`config.mk`:
```
export PLATFORM = sky130hd
export DESIGN_NAME = uart_tx_frac
export DESIGN_NICKNAME = d
export VERILOG_FILES = /design/src/rtl/uart_tx_frac_pkg.sv /design/src/rtl/uart_tx_frac_baud.sv /design/src/rtl/uart_tx_frac_frame.sv /design/src/rtl/uart_tx_frac.sv
export SDC_FILE = /design/constraint.sdc
export NUM_CORES = 1
export LEC_CHECK = 0
export CAP_MARGIN = 30
export CORE_ASPECT_RATIO = 1.1
export CORE_MARGIN = 4
export CORE_UTILIZATION = 40
export DETAILED_ROUTE_END_ITERATION = 6
export DONT_BUFFER_PORTS = 1
export GPL_TIMING_DRIVEN = 0
export PLACE_DENSITY = 0.62
export SYNTH_ARGS = -nofsm -noshare
export SYNTH_HDL_FRONTEND = slang
export SYNTH_SLANG_ARGS = --single-unit
```
`constraint.sdc`:
```
create_clock -name clk -period 8.45 [get_ports clk]
set_clock_uncertainty 0.1 [all_clocks]
set_input_delay 1.69 -clock clk [delete_from_list [all_inputs] [get_ports clk]]
set_output_delay 1.69 -clock clk [all_outputs]
set_load 0.005 [all_outputs]
```
`src/rtl/uart_tx_frac_pkg.sv`:
```
package uart_tx_frac_pkg;
  localparam int unsigned DATA_MAX  = 8;
  localparam int unsigned FRAME_MAX = DATA_MAX + 3;
  localparam int unsigned NBITS_W   = $clog2(FRAME_MAX + 1);

  function automatic int unsigned data_bits(input logic [1:0] wl);
    return 5 + int'(wl);
  endfunction

  // parity level placed on the line for the given data and mode
  function automatic logic parity_level(input logic [DATA_MAX-1:0] d,
                                        input logic [1:0] wl,
                                        input logic even_sel,
                                        input logic stick_sel);
    logic x;
    x = 1'b0;
    for (int i = 0; i < int'(DATA_MAX); i++)
      if (i < int'(data_bits(wl))) x = x ^ d[i];
    if (stick_sel) return ~even_sel;
    return even_sel ? x : ~x;
  endfunction

  // frame vector, bit 0 is sent first; unused upper bits are 1
  function automatic logic [FRAME_MAX-1:0] build_frame(input logic [DATA_MAX-1:0] d,
                                                       input logic [1:0] wl,
                                                       input logic pen,
                                                       input logic even_sel,
                                                       input logic stick_sel);
    logic [FRAME_MAX-1:0] f;
    int unsigned w;
    w = data_bits(wl);
    f = '1;
    f[0] = 1'b0;
    for (int i = 0; i < int'(DATA_MAX); i++)
      if (i < int'(w)) f[1+i] = d[i];
    if (pen) f[1+w] = parity_level(d, wl, even_sel, stick_sel);
    return f;
  endfunction

  function automatic logic [NBITS_W-1:0] frame_bits(input logic [1:0] wl, input logic pen);
    return NBITS_W'(2 + data_bits(wl) + (pen ? 1 : 0));
  endfunction
endpackage

```
`src/rtl/uart_tx_frac_baud.sv`:
```
module uart_tx_frac_baud #(
  parameter int unsigned INT_W  = 16,
  parameter int unsigned FRAC_W = 6
) (
  input  logic              clk,
  input  logic              rst_n,
  input  logic              run,
  input  logic [INT_W-1:0]  div_int,
  input  logic [FRAC_W-1:0] div_frac,
  output logic              tick
);
  localparam int unsigned CNT_W = INT_W + 1;

  logic [CNT_W-1:0]  cnt_q;
  logic [FRAC_W-1:0] acc_q;
  logic [FRAC_W:0]   sum;
  logic [CNT_W-1:0]  limit;

  // carry of this period's accumulation stretches this period by one clock
  assign sum   = {1'b0, acc_q} + {1'b0, div_frac};
  assign limit = {1'b0, div_int} - CNT_W'(1) + CNT_W'(sum[FRAC_W]);
  assign tick  = run && (cnt_q == limit);

  always_ff @(posedge clk or negedge rst_n) begin
    if (!rst_n) begin
      cnt_q <= '0;
      acc_q <= '0;
    end else if (!run) begin
      cnt_q <= '0;
      acc_q <= '0;
    end else if (tick) begin
      cnt_q <= '0;
      acc_q <= sum[FRAC_W-1:0];
    end else begin
      cnt_q <= cnt_q + CNT_W'(1);
    end
  end
endmodule

```
`src/rtl/uart_tx_frac_frame.sv`:
```
module uart_tx_frac_frame #(
  parameter int unsigned FRAME_W = 11,
  parameter int unsigned NB_W    = 4,
  parameter int unsigned OVS     = 16
) (
  input  logic               clk,
  input  logic               rst_n,
  input  logic               tick,
  input  logic               load,
  input  logic [FRAME_W-1:0] frame_in,
  input  logic [NB_W-1:0]    nbits_in,
  output logic               line,
  output logic               busy,
  output logic               bit_end,
  output logic               frame_done
);
  localparam int unsigned OVS_W = $clog2(OVS);

  logic [FRAME_W-1:0] shreg_q;
  logic [NB_W-1:0]    left_q;
  logic [OVS_W-1:0]   ovs_q;
  logic               busy_q;

  assign bit_end    = busy_q && tick && (ovs_q == OVS_W'(OVS - 1));
  assign frame_done = bit_end && (left_q == NB_W'(1));
  assign line       = shreg_q[0];
  assign busy       = busy_q;

  always_ff @(posedge clk or negedge rst_n) begin
    if (!rst_n) begin
      shreg_q <= '1;
      left_q  <= '0;
      ovs_q   <= '0;
      busy_q  <= 1'b0;
    end else if (load && !busy_q) begin
      shreg_q <= frame_in;
      left_q  <= nbits_in;
      ovs_q   <= '0;
      busy_q  <= 1'b1;
    end else if (busy_q) begin
      if (tick) ovs_q <= ovs_q + OVS_W'(1);
      if (bit_end) begin
        shreg_q <= {1'b1, shreg_q[FRAME_W-1:1]};
        left_q  <= left_q - NB_W'(1);
        if (frame_done) busy_q <= 1'b0;
      end
    end
  end
endmodule

```
`src/rtl/uart_tx_frac.sv`:
```
module uart_tx_frac
  import uart_tx_frac_pkg::*;
#(
  parameter int unsigned INT_W  = 16,
  parameter int unsigned FRAC_W = 6,
  parameter int unsigned OVS    = 16
) (
  input  logic                clk,
  input  logic                rst_n,
  input  logic                enable,
  input  logic [INT_W-1:0]    div_int,
  input  logic [FRAC_W-1:0]   div_frac,
  input  logic [1:0]          word_len,
  input  logic                par_en,
  input  logic                par_even,
  input  logic                par_stick,
  input  logic [DATA_MAX-1:0] in_data,
  input  logic                in_valid,
  output logic                in_ready,
  output logic                tx_out,
  output logic                tx_busy
);
  logic                 tick;
  logic                 bit_end;
  logic                 frame_done;
  logic                 accept;
  logic [FRAME_MAX-1:0] frame_vec;
  logic [NBITS_W-1:0]   nbits;

  assign in_ready  = !tx_busy && enable && (div_int != '0);
  assign accept    = in_valid && in_ready;
  assign frame_vec = build_frame(in_data, word_len, par_en, par_even, par_stick);
  assign nbits     = frame_bits(word_len, par_en);

  uart_tx_frac_baud #(.INT_W(INT_W), .FRAC_W(FRAC_W)) u_baud (
    .clk      (clk),
    .rst_n    (rst_n),
    .run      (tx_busy),
    .div_int  (div_int),
    .div_frac (div_frac),
    .tick     (tick)
  );

  uart_tx_frac_frame #(.FRAME_W(FRAME_MAX), .NB_W(NBITS_W), .OVS(OVS)) u_frame (
    .clk        (clk),
    .rst_n      (rst_n),
    .tick       (tick),
    .load       (accept),
    .frame_in   (frame_vec),
    .nbits_in   (nbits),
    .line       (tx_out),
    .busy       (tx_busy),
    .bit_end    (bit_end),
    .frame_done (frame_done)
  );
endmodule

```
==> impl_metrics.toml, run 1 <==
[outcome]
status = "complete, no violations"

[critical_path]
path_max_fanout = 10
max_stage_delay_ns = 0.50
startpoint_type = "primary input"
crit_type = "primary input to flop"
arrival_ns = 5.74
cp-end-kind = "flop"
crit_top_cell = "ha_1"
cp_slowest_cell = "nor4b_1"
crit_required_ns = 8.54
path_cells = "ha_1, fa_1, a21oi_1, o21bai_1, a21o_1, a21oi_1, ha_1, ha_1, nor4b_1, and4b_1, mux2i_1, a31oi_2, nand4_1, nand2_1, buf_2, nor2_1"

[layout]
nFillCells = 816
drive_gt1_frac = 0.101
multi_input_area_mm2 = 0.00204
regArea_mm2 = 0.00109
finalInstanceArea_mm2 = 0.00348
final_cell_mix = "nor2_1, xnor2_1, dfrtp_1"
antenna_cells = 0
syn_to_final_growth_pct = 7.01
nNetsFinal = 417

[synth]
yosys-top-cells-area = "dfrtp_1, dfstp_2, xnor2_1, ha_1, mux2i_1"
ys.flop_type = "dfrtp_1"
async_reset_ff_frac = 1.00
yosysWarnings = 0
netlist_area_mm2 = 0.00325
synth_top_cell_by_area = "dfrtp_1"
synth_top_area_frac = 0.246
avgSynthCellArea_um2 = 9.34
synthCells = 348
synth-edff-count = 0
ys_types = 59
ys_seq_area_frac = 0.335
synth_nets = 410
synth_seq_cells = 43

[timing]
fin_crit_ns = 5.65
final.setup.worst_slack_ns = 2.80
max-slew-margin-rel = 0.579
fin_crit_sh = 0.669
setup_violations = 0
rsz0062_at_grt = "false"
worst_slew_pin_slew_ns = 0.631
hold_viol_final = 0
whs_ns = 0.392
tns_ns = 0
drv_slew = 0
max_freq_ghz = 0.177

[route]
vias_per_cell = 5.44
drcViolationCount = 0
antenna_left = 0
routedWlPerCell_um = 15.1
firstDrtPassIters = 4
drtIter0Drc = 166
wl_um = 7000
vias = 2524

[cts]
cts_max_level = 2
cts-root-buf = "clkbuf_8"
clk_latency_ns = 0.30
postCtsHoldBufs = 0
tritoncts = "built"
cts_buffers = 5
cts.sinks = 43
postCtsSetupRepairBufs = 0
ctsResizeCount = 0
clk_pin_slew_ns = 0.08
clockBufferDepth = 2

[power]
p_leak_nw = 1.55
pwr-share-comb = 0.187
p_seq_frac = 0.516
pwr-share-clk = 0.297
netSwitchingFraction = 0.296
switching_power_uw = 137
p_int_uw = 325
power_density_mw_per_mm2 = 133
ir_drop_v = 0.0000586
finalPower_uw = 461

[global_route]
grt_max_degree = 44
grtUsageTotal = 0.155
grt_pass1_vias = 2595
grt_pass1_wl_um = 12000
grt-ovfl-total = 0
antenna_found_initial = 0

[place]
io_buffer_count = 0
post_dp_cell_area_mm2 = 0.00338
place_congestion = 0.813
pre_cts_slack_ns = 2.45
dp_hpwl_um = 5410

[floorplanning]
fp.dieW_um = 93.9
die_y_um = 103
row_count = 34
core_mm2 = 0.00791
ios = 42
start_util = 0.411
dieArea_mm2 = 0.00963

[min_path]
hold_path.class = "flop to flop"

[job]
cap_violations = 0
[worst max-delay path, delay by kind of cell]
kind	cells	cell delay [ns]
compound gates	5	0.96
simple gates	5	1.51
mux	1	0.10
fa+ha+maj	4	1.20
buf+inv	1	0.28
[registers in the layout, summed over array words and instances (netlist names)]
| signal | count |
|---|---|
| u_baud.cnt_q | 17 |
| u_frame.shreg_q | 11 |
| u_baud.acc_q | 6 |
| u_frame.left_q | 4 |
| u_frame.ovs_q | 4 |
| u_frame.busy | 1 |
[per-stage QoR]
stage | std cells | util
2_1_floorplan | 348 | -
3_3_place_gp | 456 | 0.428
3_5_place_dp | 456 | 0.428
4_1_cts | 464 | 0.439
5_1_grt | 464 | 0.439
6_report | 464 | 0.439
[per-layer routing]
layer,up-vias,GRT usage,wire length [um]
li1,1250,-,-
met1,1211,0.188,3060
met2,55,0.275,3480
met3,8,0.0314,357
met4,0,0.0500,99
met5,-,0,0
[layout make-up]
cell class / instances / area share
clock buffer: 5 / 0.0198
tap: 108 / 0.0389
multi-input combinational: 277 / 0.586
clock inverter: 3 / 0.00684
inverter: 17 / 0.0184
buffer: 11 / 0.0166
sequential: 43 / 0.313
[cells in the mapped netlist (4+ instances only)]
| cell | count |
|---|---|
| nor4b_1 | 5 |
| dfrtp_1 | 32 |
| inv_1 | 17 |
| or3_1 | 6 |
| o21ai_0 | 6 |
| dfstp_2 | 11 |
| ha_1 | 22 |
| xor2_1 | 20 |
| a21oi_1 | 19 |
| nor2_1 | 33 |
| nor4_1 | 6 |
| buf_2 | 4 |
| nor3b_1 | 4 |
| and3_1 | 8 |
| xnor2_1 | 33 |
| nand2_1 | 24 |
| clkbuf_1 | 4 |
| nor3_1 | 4 |
| nand4_1 | 7 |
| nand3_1 | 10 |
| mux2i_1 | 18 |
| o21ai_1 | 6 |
[cell families after synthesis]
logic type	after synthesis	synth area share
flops	43	0.335
xor+xnor	53	0.143
simple gates	130	0.230
buf+inv	28	0.0373
compound gates	52	0.105
fa+ha+maj	23	0.0909
mux	19	0.0589
[path summary, 6_finish.rpt]
kind	start	to	slack (ns)	cells after the start
worst max-delay path	div_frac[0]	u_baud.cnt_q[9]	2.80	16
worst min-delay path	u_frame.shreg_q[10]	u_frame.shreg_q[10]	0.39	2
max in group asynchronous	rst_n	u_frame.shreg_q[6]	7.09	0
worst min register to register	u_frame.shreg_q[10]	u_frame.shreg_q[10]	0.39	2
worst max register to register	u_baud.acc_q[0]	u_baud.cnt_q[9]	3.79	16
min in group asynchronous	rst_n	u_baud.cnt_q[0]	0.97	0
[power groups by stage]
| stage | clock, mW | combinational, mW | sequential [mW] |
|---|---|---|---|
| floorplan | 0 | 0.0750 | 0.236 |
| global placement | 0 | 0.0837 | 0.240 |
| detailed placement | 0 | 0.0864 | 0.241 |
| CTS | 0.140 | 0.0868 | 0.238 |
| global route | 0.147 | 0.0965 | 0.240 |
| finish | 0.137 | 0.0862 | 0.238 |
Power figures use the tool's default switching activity.
==> run 2: changes to the inputs <==
--- a/config.mk
+++ b/config.mk
@@ -12,7 +12,7 @@
 export DETAILED_ROUTE_END_ITERATION = 6
 export DONT_BUFFER_PORTS = 1
 export GPL_TIMING_DRIVEN = 0
-export PLACE_DENSITY = 0.62
+export PLACE_DENSITY = 0.64
 export SYNTH_ARGS = -nofsm -noshare
 export SYNTH_HDL_FRONTEND = slang
 export SYNTH_SLANG_ARGS = --single-unit
==> constraint.sdc (replaced) <==
create_clock -name clk -period 4.82 [get_ports clk]
set_clock_uncertainty 0.1 [all_clocks]
set_input_delay 0.964 -clock clk [delete_from_list [all_inputs] [get_ports clk]]
set_output_delay 0.964 -clock clk [all_outputs]
set_load 0.005 [all_outputs]
==> impl_metrics.toml, run 2 (same netlist as run 1, synthesis figures left out) <==
[cts]
cts_buffers = 5
clk_pin_slew_ns = 0.08
cts-root-buf = "clkbuf_8"
clk_latency_ns = 0.30
clockBufferDepth = 2
cts.sinks = 43
postCtsHoldBufs = 0
tritoncts = "built"
cts_max_level = 2

[place]
io_buffer_count = 0
pre_cts_slack_ns = -0.323
place_congestion = 0.814
dp_hpwl_um = 5250

[global_route]
grt_pass1_vias = 2493
grt_pass1_wl_um = 11500
grtUsageTotal = 0.149
grt_max_degree = 44
grt-ovfl-total = 0
antenna_found_initial = 0

[timing]
worst_slew_pin_slew_ns = 0.653
fin_crit_sh = 0.951
max-slew-margin-rel = 0.564
setup_violations = 0
final.setup.worst_slack_ns = 0.238
hold_viol_final = 0
tns_ns = 0
max_freq_ghz = 0.218
whs_ns = 0.254
fin_crit_ns = 4.58
drv_slew = 0

[critical_path]
cp_num_buf_inv = 2
max_stage_delay_ns = 0.52
cpLargestDelayFamily = "simple AND/OR/NAND/NOR gates"
cp_slowest_cell = "or4b_1"
crit_type = "primary input to flop"
crit_required_ns = 4.90
cp-end-kind = "flop"
startpoint_type = "primary input"
arrival_ns = 4.66
crit_top_cell = "ha_1"
path_max_fanout = 10
path_cells = "ha_1, fa_1, a21oi_1, o21bai_1, a21o_1, a21oi_1, ha_1, ha_1, or4b_1, nor4_2, xnor2_1, and4_1, nand4_1, buf_4, nand2_2, buf_2, nor2_1"

[layout]
max_flop_register = "u_baud.cnt_q"
nFillCells = 824
final_cell_mix = "nor2_1, xnor2_1, dfrtp_1"
antenna_cells = 0
nNetsFinal = 418
fin_util = 0.445
reg_top3 = "u_baud.cnt_q (17), u_frame.shreg_q (11), u_baud.acc_q (6)"
largest_reg_flops = 17
syn_to_final_growth_pct = 8.47
drive_gt1_frac = 0.112

[route]
vias_per_cell = 5.40
antenna_left = 0
wl_um = 6770
drtIter0Drc = 72
routedWlPerCell_um = 14.6
drcViolationCount = 0
firstDrtPassIters = 4
vias = 2511

[floorplanning]
row_count = 34
start_util = 0.411
core_mm2 = 0.00791
ios = 42
dieArea_mm2 = 0.00963
fp.dieW_um = 93.9
die_y_um = 103

[power]
power_density_mw_per_mm2 = 244
p_leak_nw = 1.58
finalPower_uw = 860
ir_drop_v = 0.000113

[min_path]
hold_path.class = "primary input to asynchronous set/reset pin"

[job]
cap_violations = 0

[outcome]
status = "complete, no violations"
## run 2: repair_timing
item | 4_1_cts | 5_1_grt
gates resized for setup | 2 | 1
buffers inserted | 0 | 1
setup endpoints to repair | 9 | 27
## run 2: worst reg2reg max path, cell delays in order (launching register included)
cell,delay [ns]
dfrtp_1,0.39
ha_1,0.21
fa_1,0.42
a21oi_1,0.16
o21bai_1,0.12
a21o_1,0.19
a21oi_1,0.13
ha_1,0.27
ha_1,0.27
or4b_1,0.52
nor4_2,0.21
xnor2_1,0.15
and4_1,0.31
nand4_1,0.11
buf_4,0.18
nand2_2,0.14
buf_2,0.25
nor2_1,0.08
## run 2: final timing paths
kind	slack, ns	depth (start not counted)	endpoint	startpoint
worst max-delay path	0.24	17	u_baud.cnt_q[8]	div_frac[0]
worst min-delay path	0.25	0	u_frame.left_q[1]	rst_n
worst max register to register	0.51	17	u_baud.cnt_q[8]	u_baud.acc_q[0]
worst min register to register	0.40	2	u_frame.shreg_q[10]	u_frame.shreg_q[10]
max in group asynchronous	4.18	0	u_frame.shreg_q[10]	rst_n
min in group clk	0.40	2	u_frame.shreg_q[10]	u_frame.shreg_q[10]
## run 2: layout make-up
| type | count | area [um2] | area share |
|---|---|---|---|
| sequential | 43 | 1090 | 0.309 |
| buffer | 11 | 57.6 | 0.0163 |
| inverter | 17 | 63.8 | 0.0181 |
| clock buffer | 6 | 82.6 | 0.0234 |
| timing repair buffer | 1 | 7.51 | 0.00213 |
| clock inverter | 2 | 35.0 | 0.00994 |
| tap | 108 | 135 | 0.0383 |
| multi-input combinational | 277 | 2050 | 0.583 |
## run 2: metal layers
layer / GRT usage / part of all wire / vias up
met4: 0.0511 / 0.018 / 0
met3: 0.0321 / 0.056 / 8
met5: 0 / 0 / -
li1: - / - / 1236
met1: 0.187 / 0.44 / 1206
met2: 0.255 / 0.48 / 61
## run 2: per-stage QoR
stage                     std cells  instance area (um2)
final                           465                 3520
after global routing            465                 3520
after CTS                       464                 3510
after detailed placement        456                 3380
after global placement          456                 3380
after floorplan                 348                 3250
## run 2: report_power, final
group          switching [mW]  internal [mW]  total, mW
clock                   0.125          0.168      0.293
sequential             0.0270          0.389      0.415
combinational          0.0743         0.0771      0.151
==> run 3: changes to the inputs <==
--- a/config.mk
+++ b/config.mk
@@ -5,14 +5,14 @@
 export SDC_FILE = /design/constraint.sdc
 export NUM_CORES = 1
 export LEC_CHECK = 0
+export BUFFER_PORTS_ARGS = -buffer_cell sky130_fd_sc_hd__buf_2
 export CAP_MARGIN = 30
 export CORE_ASPECT_RATIO = 1.1
 export CORE_MARGIN = 4
 export CORE_UTILIZATION = 40
 export DETAILED_ROUTE_END_ITERATION = 6
-export DONT_BUFFER_PORTS = 1
 export GPL_TIMING_DRIVEN = 0
-export PLACE_DENSITY = 0.64
+export PLACE_DENSITY = 0.69
 export SYNTH_ARGS = -nofsm -noshare
 export SYNTH_HDL_FRONTEND = slang
 export SYNTH_SLANG_ARGS = --single-unit
==> impl_metrics.toml, run 3 (same netlist as run 1, synthesis figures left out) <==
[outcome]
status = "complete, no violations"

[min_path]
hold_path.class = "flop to flop"
hold_start = "u_frame.shreg_q[10]"
hold_path_depth = 2
whs_endpoint = "u_frame.shreg_q[10]"

[layout]
nFillCells = 771
syn_to_final_growth_pct = 15.1
final_cell_mix = "buf_2, nor2_1, xnor2_1"
antenna_cells = 0
nNetsFinal = 458
finalInstanceArea_mm2 = 0.00374
largest_reg_flops = 17
max_flop_register = "u_baud.cnt_q"
reg_top3 = "u_baud.cnt_q (17), u_frame.shreg_q (11), u_baud.acc_q (6)"
drive_gt1_frac = 0.204
final_common_cell = "buf_2"

[route]
antenna_left = 0
routedWlPerCell_um = 13.8
drcViolationCount = 0
firstDrtPassIters = 4
drtIter0Drc = 88
vias = 2619
wl_um = 6950
vias_per_cell = 5.19

[floorplanning]
ios = 42
fp.dieW_um = 93.9
dieArea_mm2 = 0.00963
start_util = 0.411
core_mm2 = 0.00791
die_y_um = 103
row_count = 34

[critical_path]
cp_slowest_cell = "or4b_1"
crit_type = "primary input to flop"
cp-end-kind = "flop"
path_cells = "buf_2, ha_1, fa_1, a21oi_1, o21bai_1, a21o_1, a21oi_1, ha_2, ha_4, or4b_1, nor4_2, xnor2_1, and4_2, nand4_1, buf_4, buf_2, o41ai_2"
rr_endpoint = "u_frame.ovs_q[3]"
crit_required_ns = 4.90
arrival_ns = 4.69
r2r_cells = 16
rrSetupSlack_ns = 0.60
max_stage_delay_ns = 0.50
path_max_fanout = 10
startpoint_type = "primary input"
timing.rr.start = "u_baud.acc_q[0]"

[global_route]
grt_pass1_wl_um = 12100
grt_pass1_vias = 2632
antenna_found_initial = 0
grt-ovfl-total = 0
grtUsageTotal = 0.155
grt_max_degree = 28

[timing]
max-slew-margin-rel = 0.454
setup_violations = 0
tns_ns = 0
whs_ns = 0.391
worst_slew_pin_slew_ns = 0.808
hold_viol_final = 0
max_freq_ghz = 0.217
fin_crit_sh = 0.957
drv_slew = 0
fin_crit_ns = 4.61
rsz0062_at_grt = "false"

[cts]
tritoncts = "built"
cts.sinks = 43
clk_pin_slew_ns = 0.08
cts_max_level = 2
cts_buffers = 5
clockBufferDepth = 2
cts-root-buf = "clkbuf_8"
clk_latency_ns = 0.29

[power]
p_leak_nw = 1.73
ir_drop_v = 0.000121
power_density_mw_per_mm2 = 229

[place]
place_congestion = 0.870
io_buffer_count = 39
post_dp_cell_area_mm2 = 0.00360
dp_hpwl_um = 5520

[job]
cap_violations = 0
-- run 3: changes by cell type in the layout (fill, tap and decap cells not counted), sizes merged --
cell / previous run / this run
buf: 8 / 48
clkbuf: 10 / 12
clkinv: 1 / 0
bufinv: 1 / 0
-- run 3: stage by stage --
step                      power [mW]   util  worst slack [ns]  instances
after floorplan                0.546      -             0.353        348
after global placement         0.599  0.452            -0.423        495
after detailed placement       0.608  0.455            -0.500        496
after CTS                      0.864  0.470            0.0193        505
after global routing           0.906  0.473            0.0139        505
final                          0.857  0.473             0.209        505
-- run 3: worst max-delay path by stage --
stage	startpoint	depth (start not counted)	endpoint	slack, ns
after floorplan	div_frac[0]	15	u_frame.ovs_q[3]	0.35
after global placement	div_frac[0]	17	u_baud.cnt_q[7]	-0.42
after detailed placement	div_frac[0]	17	u_baud.cnt_q[7]	-0.50
after CTS	div_frac[0]	17	u_frame.ovs_q[3]	0.02
after global routing	div_frac[0]	17	u_frame.ovs_q[3]	0.01
final	div_frac[0]	17	u_frame.ovs_q[3]	0.21
-- run 3: power breakdown --
part	switching [mW]	internal (mW)
sequential	0.0295	0.389
clock	0.117	0.134
combinational	0.0973	0.0897
total	0.244	0.612
-- run 3: repair_timing --
action / CTS / global route
setup endpoints to repair: 13 / 33
endpoints found under the hold margin: 0 / 0
pin swaps: 0 / 1
setup buffers: 1 / 0
gates cloned: 0 / 0
resized for setup: 3 / 4
hold buffers: 0 / 0
-- run 3: metal layers --
| metal | part of all wire | track usage | vias to the layer above |
|---|---|---|---|
| li1 | - | - | 1323 |
| met4 | 0.015 | 0.0511 | 0 |
| met2 | 0.49 | 0.277 | 50 |
| met1 | 0.46 | 0.196 | 1238 |
| met5 | 0 | 0 | - |
| met3 | 0.032 | 0.0182 | 8 |
-- run 3: worst max-delay path, delay by kind of cell --
| kind | cells | cell delay (ns) |
|---|---|---|
| buf+inv | 3 | 0.46 |
| xor+xnor | 1 | 0.15 |
| compound gates | 5 | 0.94 |
| fa+ha+maj | 4 | 1.08 |
| simple gates | 4 | 1.10 |
-- run 3: final cells by class --
| type | instances | area (um2) | share of cell area |
|---|---|---|---|
| multi-input combinational | 277 | 2070 | 0.553 |
| sequential | 43 | 1090 | 0.291 |
| timing repair buffer | 41 | 223 | 0.0596 |
| tap | 108 | 135 | 0.0361 |
| clock buffer | 8 | 101 | 0.0271 |
| inverter | 17 | 63.8 | 0.0171 |
| buffer | 11 | 57.6 | 0.0154 |
